File: src/rtl/hc_cmdstat_reg.sv
module hc_cmdstat_reg #(
  parameter int DATA_W  = 32,
  parameter int CODE_W  = 8,
  parameter logic [CODE_W-1:0] RD_CODE = 'h02,
  parameter logic [CODE_W-1:0] WR_CODE = 'h82,
  parameter int HCR_BIT = 0,
  parameter int CNT_LSB = 16,
  parameter int CNT_W   = 2
) (
  input  logic              clk,
  input  logic              rst_n,
  input  logic              cmd_valid,
  input  logic [CODE_W-1:0] cmd_code,
  input  logic [DATA_W-1:0] wr_data,
  output logic [DATA_W-1:0] rd_data,
  input  logic              sched_overrun,
  input  logic              reset_done,
  output logic              hc_reset_req,
  output logic              sched_ovr_irq
);

  localparam logic [DATA_W-1:0] LIVE_MASK =
    (DATA_W'(1) << HCR_BIT) | (DATA_W'((1 << CNT_W) - 1) << CNT_LSB);

  logic [CNT_W-1:0] ovr_cnt;
  logic             hcr_q;

  wire rd_hit = cmd_valid && (cmd_code == RD_CODE);
  wire wr_hit = cmd_valid && (cmd_code == WR_CODE);
  wire hcr_set = wr_hit && wr_data[HCR_BIT];

  always_ff @(posedge clk or negedge rst_n) begin
    if (!rst_n)           hcr_q <= 1'b0;
    else if (hcr_set)     hcr_q <= 1'b1;
    else if (reset_done)  hcr_q <= 1'b0;
  end

  always_ff @(posedge clk or negedge rst_n) begin
    if (!rst_n) begin
      ovr_cnt       <= '0;
      sched_ovr_irq <= 1'b0;
    end else begin
      sched_ovr_irq <= sched_overrun;
      if (sched_overrun) ovr_cnt <= ovr_cnt + 1'b1;
    end
  end

  always_comb begin
    rd_data = '0;
    if (rd_hit) begin
      rd_data[HCR_BIT]               = hcr_q;
      rd_data[CNT_LSB +: CNT_W]      = ovr_cnt;
    end
  end

  assign hc_reset_req = hcr_q;

  p_reserved_zero_r2: assert property (@(posedge clk) disable iff (!rst_n)
    (rd_data & ~LIVE_MASK) == '0);

  p_idle_read_zero_r2: assert property (@(posedge clk) disable iff (!rst_n)
    !rd_hit |-> rd_data == '0);

  p_write_sets_r3: assert property (@(posedge clk) disable iff (!rst_n)
    hcr_set |=> hc_reset_req);

  p_hcr_sticky_r4: assert property (@(posedge clk) disable iff (!rst_n)
    (hc_reset_req && !reset_done) |=> hc_reset_req);

  p_cnt_step_r6: assert property (@(posedge clk) disable iff (!rst_n)
    sched_overrun |=> ovr_cnt == CNT_W'($past(ovr_cnt) + 1'b1));

  p_cnt_hold_r6: assert property (@(posedge clk) disable iff (!rst_n)
    !sched_overrun |=> $stable(ovr_cnt));

  p_irq_with_step_r7: assert property (@(posedge clk) disable iff (!rst_n)
    (ovr_cnt != $past(ovr_cnt)) |-> sched_ovr_irq);

endmodule

File: config.mk
export PLATFORM = sky130hd
export DESIGN_NAME = hc_cmdstat_reg
export DESIGN_NICKNAME = d
export VERILOG_FILES = /design/src/rtl/hc_cmdstat_reg.sv
export SDC_FILE = /design/constraint.sdc
export NUM_CORES = 1
export LEC_CHECK = 0
export ABC_AREA = 1
export BUFFER_PORTS_ARGS = -buffer_cell sky130_fd_sc_hd__buf_4
export CORE_UTILIZATION = 24
export CTS_CLUSTER_DIAMETER = 120
export CTS_CLUSTER_SIZE = 40
export DETAILED_ROUTE_END_ITERATION = 7
export HOLD_SLACK_MARGIN = 0.06
export PLACE_DENSITY = 0.8
export SETUP_SLACK_MARGIN = 0.15
export SYNTH_ARGS = -nofsm -noshare
export SYNTH_HDL_FRONTEND = slang
export SYNTH_SLANG_ARGS = --single-unit
File: constraint.sdc
create_clock -name clk -period 0.8 [get_ports clk]
set_input_delay 0.08 -clock clk [delete_from_list [all_inputs] [get_ports clk]]
set_output_delay 0.08 -clock clk [all_outputs]
set_load 0.05 [all_outputs]
Yosys cells after proc, flatten, opt, wreduce, memory -nomap -nowiden
Index checks and enable logic that the tools add are counted.

word-level totals
  register bits = 4
  bits of input ports = 45
  output and inout bits = 34
  word-level logic and storage cells = 14

operators by class
  $add $sub $neg = 1
  equality and inequality tests = 2
  mux-type cells = 4
  reduce and logical (&&, ||, !) cells = 4

operator list
  cell                                                                    count
  8-bit by 2-bit equality test with 1-bit output (second input constant)  1
  8-bit equality test (second input constant)                             1
  1-bit logical AND                                                       3
  1-bit 2-to-1 mux                                                        3
  2-bit by 1-bit adder with 2-bit output (second input constant)          1
  2-bit 2-to-1 mux                                                        1
  2-bit nonzero test                                                      1

Logic depth before layout (Yosys ltp)
  word-level depth = 4
  gate-level depth with buffers = 5
  depth with buffers taken out = 5

Worst setup path before layout
No wires, ideal clock.

  kind = register to output
  from = register hcr_q (netlist: hc_reset_req)
  to = output rd_data[0]
  data arrival time = 1.379 ns
  data required time = 0.720 ns
  path slack = -0.659 ns
  stages on the path, launching flop included = 3
  buffers on the path = 0
  cells stage by stage = dfrtp_1 > inv_1 > nor2_1

on the way
  word-level cells in the longest chain between the ends = 1

ends and longest elaborated chain
  what                    RTL line  text
  from (decl)             26        logic hcr_q;
  from (signal assigned)  33        if (!rst_n) hcr_q <= 1'b0;
  from (signal assigned)  34        else if (hcr_set) hcr_q <= 1'b1;
  from (signal assigned)  35        else if (reset_done) hcr_q <= 1'b0;
  1-bit 2-to-1 mux        50        if (rd_hit) begin
  to (decl)               15        output logic [DATA_W-1:0] rd_data,

No other way between the ends.

Final worst setup path
Same ends and word-level chain as after synthesis.

==> results.toml <==
[sta]
timing.fmax_ghz = 1.04
min_period_over_period_pct = 120
report.final.slew_viol_count = 0
timing.final.ws_setup_ns = -0.163
setup_viol = 7
worst_clock_skew_ns = 0.00579
hold_slack_ns = -0.00911
timing.final.crit_period_ns = 0.963
rsz0062_at_grt = "true"
timing.final.hold_violations = 1

[run_status]
outcome = "complete, but fails checks"
violations = "negative hold slack, negative setup slack"

[global_route]
grt_max_degree = 5
gr-total-overflow = 0
global_route_wire_length_before_repair_um = 1230
grt_antenna_before_repair = 0
groute.usage.overall_pct = 8.71
vias_in_the_first_global_route = 321

[route]
vias_per_cell = 3.28
first_iter_violations = 1
remaining_drc_errors = 0
dr.pass1.iters = 2
drt-wirelength-per-cell_um = 6.66
total_via_count_after_detailed_routing = 390
antenna_violating_nets_left = 0
wirelength_routed_um = 792

[floorplanning]
chipHeight_um = 46.5
die_width_um = 46.5
boundaryPins = 79
die_area_mm2 = 0.00216
start_util_pct = 26.7
core_region_area_mm2 = 0.00178
placementRows = 15

[synthesis]
post_synth_num_cell_types = 13
syn_avg_cell_area_um2 = 7.10
synth.top_cells.by_area = "sky130_fd_sc_hd__buf_4 (46%), sky130_fd_sc_hd__dfrtp_1 (21%), sky130_fd_sc_hd__nand2_1 (7.9%)"
synth_area_um2 = 475
netlist.top_cell.by_area = "sky130_fd_sc_hd__buf_4"
synth_enable_flop_cells = 0
yosys.area.top_type_share_pct = 45.8
syn-instance-count = 67
ys_dominant_reg_cell = "sky130_fd_sc_hd__dfrtp_1"
synth_async_sr_flop_share_pct = 100
synth-warning-count = 0
sequential_element_share_of_the_synthesized_area_pct = 21.1
synth_seq_cells = 4

[setup_path]
cp_num_buf_inv = 2
crit_chain = "inv_2 -> nor2_4 -> buf_6"
timing.critical_path.max_delay_family = "flip-flops"
timing.critical_path.arrival_ns = 0.88
worst_path_largest_cell_delay_ns = 0.40
critical_path.slowest_cell = "sky130_fd_sc_hd__dfrtp_2"
crit_fanout = 2
critPathCaptureType = "output pin"
critical_path_launch_point_type = "flip-flop"
ws_path_type = "reg -> out"
required_time_at_the_endpoint_of_the_critical_path_ns = 0.72

[power_and_ir_drop]
vdd_ir_drop_max_v = 0.000725
switching_share_pct = 47.1
pwr-share-clk_pct = 19.3
switchingPower_w = 0.000599
power.static_leakage_nw = 0.390
comb_power_share_pct = 57.8
power.density_mw_per_mm2 = 1750
pwr-share-seq_pct = 22.9
cellInternalPower_w = 0.000673

[placed_design]
io_buffers = 18
placed_cell_area_um2 = 634
final_replace_weighted_congestion = 0.620
dp_cells = 111
place.detailed.hpwl_um = 705
pre_cts_ws_ns = -0.149

[clock_network]
tritoncts_clock_tree = "done"
ctsRootBufferMaster = "sky130_fd_sc_hd__clkbuf_4"
number_of_buffers_created_by_cts = 3
cts_htree_levels = 1
clock-sinks = 4
cts-hold-fix-buffers = 1
clk_pin_slew_worst_paths_ns = 0.04
clk_latency_ns = 0.23
cts_max_path_buffers = 2

[finish]
fillerInstances = 197
mostFrequentLayoutCell = "sky130_fd_sc_hd__conb_1"
final_cell_area_um2 = 728
flow.area_growth_from_synthesis_pct = 53.2
diodes = 0
layout.nets = 141
finish.utilization_pct = 40.8
layout_common_cells = "sky130_fd_sc_hd__conb_1 (29), sky130_fd_sc_hd__buf_4 (18)"
drive_above_1_share_pct = 54.3
layoutNonFillerInstCount = 119

[worst_hold_path]
min-delay-path-class = "in -> reg"

[job]
maxCapViolations = 0
## state kept, by name, summed over array words and instances, names as in the netlist
name and cells:
hc_reset_req 1, ovr_cnt 2, sched_ovr_irq 1
## stage by stage
| stage | total power (W) | setup TNS [ns] |
|---|---|---|
| finish | 0.00127 | -0.707 |
| global route | 0.00136 | -0.951 |
| CTS | 0.00123 | -0.700 |
| detailed placement | 0.000847 | -0.440 |
| global placement | 0.000836 | -0.410 |
| floorplan | 0.000855 | -0.264 |
## metal layers
metal,wire length (um),part of all wire (%),track usage [%]
met2,465,59,16.9
met5,0,0,0
met1,234,30,6.48
met3,92,12,3.14
met4,0,0,7.06
## worst paths after layout
check	start	end	slack, ns	cells after the start
max	hc_reset_req	rd_data[0]	-0.16	3
min	sched_overrun	sched_ovr_irq	-0.009	1
max reg2reg	hc_reset_req	hc_reset_req	-0.05	4
min reg2reg	ovr_cnt[0]	ovr_cnt[0]	0.59	2
max in group asynchronous	rst_n	sched_ovr_irq	0.49	2
min in group asynchronous	rst_n	hc_reset_req	0.19	2
## power groups by stage
stage	logic (W)	registers, W	clock network [W]
after CTS	0.000676	0.000291	0.000262
after detailed placement	0.000551	0.000295	0
after global routing	0.000781	0.000295	0.000280
after floorplan	0.000558	0.000297	0
final	0.000735	0.000291	0.000245
after global placement	0.000545	0.000291	0
## repair_timing
item / 4_1_cts / 5_1_grt
pin swaps: 2 / 2
resized for setup: 8 / 3
setup endpoints to repair: 8 / 8
buffers inserted: 3 / 1
endpoints found under the hold margin: 6 / 2
## kinds of logic (layout without fill, tap and decap cells)
family                 Yosys count  after routing  synth area share, %
buffers and inverters           39             38                 53.7
other                            1             29                0.789
XOR/XNOR                         2              2                 3.68
AND/OR/NAND/NOR                 21             21                 20.8
flip-flops                       4              4                 21.1
## area by class of cell
cell class	instances	area (um^2)	share of cell area, %
Clock buffer	3	22.5	3.09
Inverter	10	65.1	8.93
Multi-Input combinational cell	52	290	39.9
Sequential cell	4	103	14.1
Tap cell	25	31.3	4.30
Timing Repair Buffer	25	216	29.7
## cells in the mapped netlist, types with 2 or more instances
cell type,n
sky130_fd_sc_hd__nor2_2,2
sky130_fd_sc_hd__inv_1,9
sky130_fd_sc_hd__buf_4,29
sky130_fd_sc_hd__dfrtp_1,4
sky130_fd_sc_hd__xor2_1,2
sky130_fd_sc_hd__nand2_1,10
sky130_fd_sc_hd__nor2_1,5
Power figures use the tool's default switching activity.
